$ cat src/rtl/hz_pkg.sv
package hz_pkg;

  // Operand source selected for an instruction once it reaches execute.
  typedef enum logic [1:0] {
    SEL_RF    = 2'd0,
    SEL_EXMEM = 2'd1,
    SEL_MEMWB = 2'd2
  } fwd_sel_e;

endpackage

$ cat src/rtl/hz_src_cmp.sv
module hz_src_cmp
  import hz_pkg::*;
#(
  parameter int AW = 5
) (
  input  logic [AW-1:0] src_i,
  input  logic [AW-1:0] ex_rd_i,
  input  logic          ex_wr_i,
  input  logic          ex_load_i,
  input  logic [AW-1:0] mem_rd_i,
  input  logic          mem_wr_i,
  output fwd_sel_e      sel_o,
  output logic          stall_o
);

  logic ex_hit;
  logic mem_hit;

  // A producer only counts when it really writes and its target is not r0.
  assign ex_hit  = ex_wr_i  && (ex_rd_i  != '0) && (ex_rd_i  == src_i);
  assign mem_hit = mem_wr_i && (mem_rd_i != '0) && (mem_rd_i == src_i);

  // Selects are consumed one cycle later, when the current execute-stage
  // producer has moved to EX/MEM and the memory-stage producer to MEM/WB.
  always_comb begin
    if (ex_hit) begin
      sel_o = SEL_EXMEM;
    end else if (mem_hit) begin
      sel_o = SEL_MEMWB;
    end else begin
      sel_o = SEL_RF;
    end
  end

  // Load data exists only after the memory stage: one bubble is needed.
  assign stall_o = ex_hit && ex_load_i;


  always_comb begin : wr_gate_blk
    ex_wr_gate_chk: assert (ex_wr_i || (sel_o != SEL_EXMEM))
      else $error("EX/MEM select without a writing producer");
  end

endmodule

$ cat src/rtl/hz_stall_ctl.sv
module hz_stall_ctl #(
  parameter int NSRC = 2
) (
  input  logic [NSRC-1:0] stall_req_i,
  output logic            pc_hold_o,
  output logic            ifid_hold_o,
  output logic            idex_bubble_o
);

  logic stall_any;

  assign stall_any     = |stall_req_i;
  assign pc_hold_o     = stall_any;
  assign ifid_hold_o   = stall_any;
  assign idex_bubble_o = stall_any;

endmodule

$ cat src/rtl/hz_bypass_unit.sv
module hz_bypass_unit
  import hz_pkg::*;
#(
  parameter int AW   = 5,
  parameter int NSRC = 2
) (
  input  logic [NSRC-1:0][AW-1:0] src_idx_i,
  input  logic [AW-1:0]           ex_rd_i,
  input  logic                    ex_wr_i,
  input  logic                    ex_load_i,
  input  logic [AW-1:0]           mem_rd_i,
  input  logic                    mem_wr_i,
  output logic [NSRC-1:0][1:0]    fwd_sel_o,
  output logic                    pc_hold_o,
  output logic                    ifid_hold_o,
  output logic                    idex_bubble_o
);

  fwd_sel_e        sel_w [NSRC];
  logic [NSRC-1:0] stall_req;

  for (genvar g = 0; g < NSRC; g++) begin : g_src
    hz_src_cmp #(.AW(AW)) u_cmp (
      .src_i     (src_idx_i[g]),
      .ex_rd_i   (ex_rd_i),
      .ex_wr_i   (ex_wr_i),
      .ex_load_i (ex_load_i),
      .mem_rd_i  (mem_rd_i),
      .mem_wr_i  (mem_wr_i),
      .sel_o     (sel_w[g]),
      .stall_o   (stall_req[g])
    );
    assign fwd_sel_o[g] = sel_w[g];
  end

  hz_stall_ctl #(.NSRC(NSRC)) u_stall (
    .stall_req_i   (stall_req),
    .pc_hold_o     (pc_hold_o),
    .ifid_hold_o   (ifid_hold_o),
    .idex_bubble_o (idex_bubble_o)
  );

  always_comb begin : chk_blk
    for (int i = 0; i < NSRC; i++) begin

      zero_src_chk: assert ((src_idx_i[i] != '0) || (fwd_sel_o[i] == 2'd0))
        else $error("register 0 source was forwarded");

      load_use_stall_chk: assert (!(ex_load_i && ex_wr_i && (ex_rd_i != '0)
                                    && (src_idx_i[i] == ex_rd_i)) || pc_hold_o)
        else $error("load-use match without stall");

      young_first_chk: assert (!(ex_wr_i && mem_wr_i && (ex_rd_i != '0)
                                 && (ex_rd_i == mem_rd_i) && (src_idx_i[i] == ex_rd_i))
                               || (fwd_sel_o[i] == 2'd1))
        else $error("older producer chosen over younger");
    end

    stall_cause_chk: assert (!pc_hold_o || (ex_load_i && ex_wr_i))
      else $error("stall without a load in execute");
  end

endmodule

$ cat config.mk
export PLATFORM = sky130hd
export DESIGN_NAME = hz_bypass_unit
export DESIGN_NICKNAME = d
export VERILOG_FILES = /design/src/rtl/hz_pkg.sv /design/src/rtl/hz_src_cmp.sv /design/src/rtl/hz_stall_ctl.sv /design/src/rtl/hz_bypass_unit.sv
export SDC_FILE = /design/constraint.sdc
export NUM_CORES = 1
export LEC_CHECK = 0
export BUFFER_PORTS_ARGS = -buffer_cell sky130_fd_sc_hd__buf_2
export CORE_AREA = 3 3 40 42
export DETAILED_ROUTE_END_ITERATION = 10
export DIE_AREA = 0 0 43 45
export GPL_TIMING_DRIVEN = 0
export PLACE_DENSITY = 0.56
export SLEW_MARGIN = 0
export SYNTH_ARGS = -nofsm -noshare
export SYNTH_HDL_FRONTEND = slang
export SYNTH_HIERARCHICAL = 1
export SYNTH_SLANG_ARGS = --single-unit
$ cat constraint.sdc
create_clock -name vclk -period 1.8
set_input_delay 0.18 -clock vclk [all_inputs]
set_output_delay 0.18 -clock vclk [all_outputs]
set_load 0.02 [all_outputs]
==> run summary <==
### Run status
* **result of the run** finished, final reports clean

### Global route
* **vias in the first global route** 394
* **maximum number of pins on one net before global-route repair** 5
* **number of antenna violations at the first check in global routing** 0
* **global-route congestion overflow total** 0
* **aggregate global-route resource usage** 10.7%
* **global-route wire length before repair** 1.68 mm

### Routing
* **DR iter-0 viols** 2
* **Routed wire per std cell** 10.8 µm
* **overall via count from detail_route** 431
* **mean number of vias per cell** 4.68
* **number of DRC violations after detailed routing** 0
* **Final ANT Viol Nets** 0
* **Detailed Route WL** 995 µm
* **total iterations of the first detailed-routing run** 4

### Placement
* **Buffers on Ports** 30
* **number of instances in the placed design** 92
* **HPWL after detailed placement** 927 µm
* **Final Wtd Congestion** 0.711
* **placed inst area** 515 µm²
* **worst setup timing slack at the placement stage** -0.000180 ns

### Min path
* **Min-Delay Startpoint** mem_wr_i
* **Worst Hold Endpoint** fwd_sel_o[1]
* **Cells on Worst Hold Path** 4
* **classification of the worst-slack hold path** input port to output port

### Timing
* **unrepaired setup endpoints after global routing** no
* **Max-slew headroom** 79.0%
* **Setup WS post-layout** 0.0943 ns
* **share of the clock period used by the worst path** 94.8%
* **measured slew at the worst slew-check pin** 0.312 ns
* **final total negative setup slack** 0 ns
* **Slew Limit Fails** 0
* **highest clock rate** 586 MHz
* **count of final setup violators** 0
* **final hold violation count** 0
* **final critical-path required period** 1.71 ns

### Final layout
* **share of layout cells above drive strength 1** 54.5%
* **fill cell total of the finished layout** 134
* **non-filler cells in the finished layout** 92
* **clock buffer instance count of the final layout** 0
* **number of antenna cells inserted** 0
* **register cell area after layout** 0 µm²
* **area added between synthesis and finish** 58.1%
* **final sequential cell count** 0
* **area of all placed cells without fillers** 548 µm²
* **Layout Nets** 102
* **area occupied by multi-input gates** 347 µm²

### Setup path
* **biggest fanout along the worst timing path** 4
* **critical path, cell by cell** clkbuf_4 > nor4_4 > o21ai_1 > and4_4 > and2_1 > or2_1 > buf_4 > buf_2
* **delay of the slowest cell on the worst path** 0.27 ns
* **crit start category** input port
* **Largest delay share family, worst path** simple AND/OR/NAND/NOR gates
* **Worst Path Required** 1.62 ns
* **Buf+Inv Stages, Crit Path** 3
* **Worst EP arrival** 1.53 ns
* **slowest library cell on the worst path** nor4_4
* **type of the worst setup path** input port to output port
* **crit end category** output port

### Floorplanning
* **Rows** 13
* **total core area** 0.00128 mm²
* **Die Wd** 43 µm
* **number of placed I/O pins** 30
* **chip height** 45 µm
* **Starting Density** 27.0%
* **Die ar.** 0.00194 mm²

### Pwr
* **power density normalized to cell area** 196 mW/mm²
* **IR drop worst, VDD** 0.0987 mV
* **P_leak** 0.266 nW
* **sum of internal, switching and leakage power** 0.107 mW

### Synth
* **distinct cell type count of the synthesized netlist** 13
* **Synth Warn #** 6
* **area share of the leading cell type in the synthesized netlist** 30.3%
* **synthesized instance count** 47
* **Post-Synthesis Cell Area** 347 µm²
* **number of nets produced by synthesis** 70
* **sequential share of the synthesized area** 0%
* **leading area contributor after synthesis** xor2_1
* **library cell with the highest instance count after synthesis** xor2_1
* **biggest area contributors in the synthesized netlist** xor2_1 30%, nor3_2 12%, xnor2_1 10%, buf_4 8.7%, nor4_1 7.2%
* **post-synthesis average cell area** 7.37 µm²

### Run
* **Max-cap violations** 0

### Clock network
* **hold buffer count at cts** 0
* **Post-CTS Repair Setup Buffers** 0

[cells by family (layout without fill, tap and decap cells)]
logic type	count (synthesis)	in the layout	share of synthesized area (%)
buffers and inverters	4	34	8.66
and+or+nand+nor	23	23	45.1
xor gates and xnor gates	16	16	40.4
AOI/OAI and AO/OA	4	4	5.78
[cell usage in the layout (no fill, tap or decap), types with 3 or more instances in the layout]
master,n
xor2_1,12
or2_1,3
xnor2_1,4
buf_4,4
nor3_1,4
buf_2,29
nor3_2,4
[area by class of cell]
| class | instances | area share, % |
|---|---|---|
| Buffer | 4 | 5.48 |
| Tap cell | 15 | 3.42 |
| Timing Repair Buffer | 30 | 27.9 |
| Multi-Input combinational cell | 43 | 63.2 |
[metrics by stage]
stage / util, % / hold slack [ns]
after CTS: 40.6 / 0.726
after detailed placement: 40.1 / 0.724
final: 42.6 / 0.723
after floorplan: - / 0.487
after global placement: 40.1 / 0.730
after global routing: 42.6 / 0.736
[worst max path at each step]
stage,startpoint,end,slack (ns),cells past startpoint
floorplan,ex_rd_i[0],ifid_hold_o,0.28,6
global placement,ex_rd_i[0],pc_hold_o,0.05,8
detailed placement,ex_rd_i[0],pc_hold_o,-0.0002,8
CTS,ex_rd_i[0],pc_hold_o,0.05,8
global route,ex_rd_i[3],pc_hold_o,0.006,8
finish,ex_rd_i[3],pc_hold_o,0.09,8
[per-layer routing]
metal | global-route usage, % | vias up | part of all wire, %
met5 | 0 | - | 0
met4 | 0 | 0 | 0
met3 | 1.20 | 0 | 12
met2 | 19.8 | 25 | 44
met1 | 14.3 | 182 | 44
li1 | - | 224 | -
[repair_timing]
action,4_1_cts,5_1_grt
setup endpoints to repair,2,2
gates resized for setup,1,4
pin swaps,0,4
[report_power, final]
| group | total, mW | switching (mW) | internal, mW |
|---|---|---|---|
| clock | 0 | 0 | 0 |
| sequential | 0 | 0 | 0 |
| combinational | 0.107 | 0.0565 | 0.0506 |
| total | 0.107 | 0.0565 | 0.0506 |
Power figures use the tool's default switching activity.
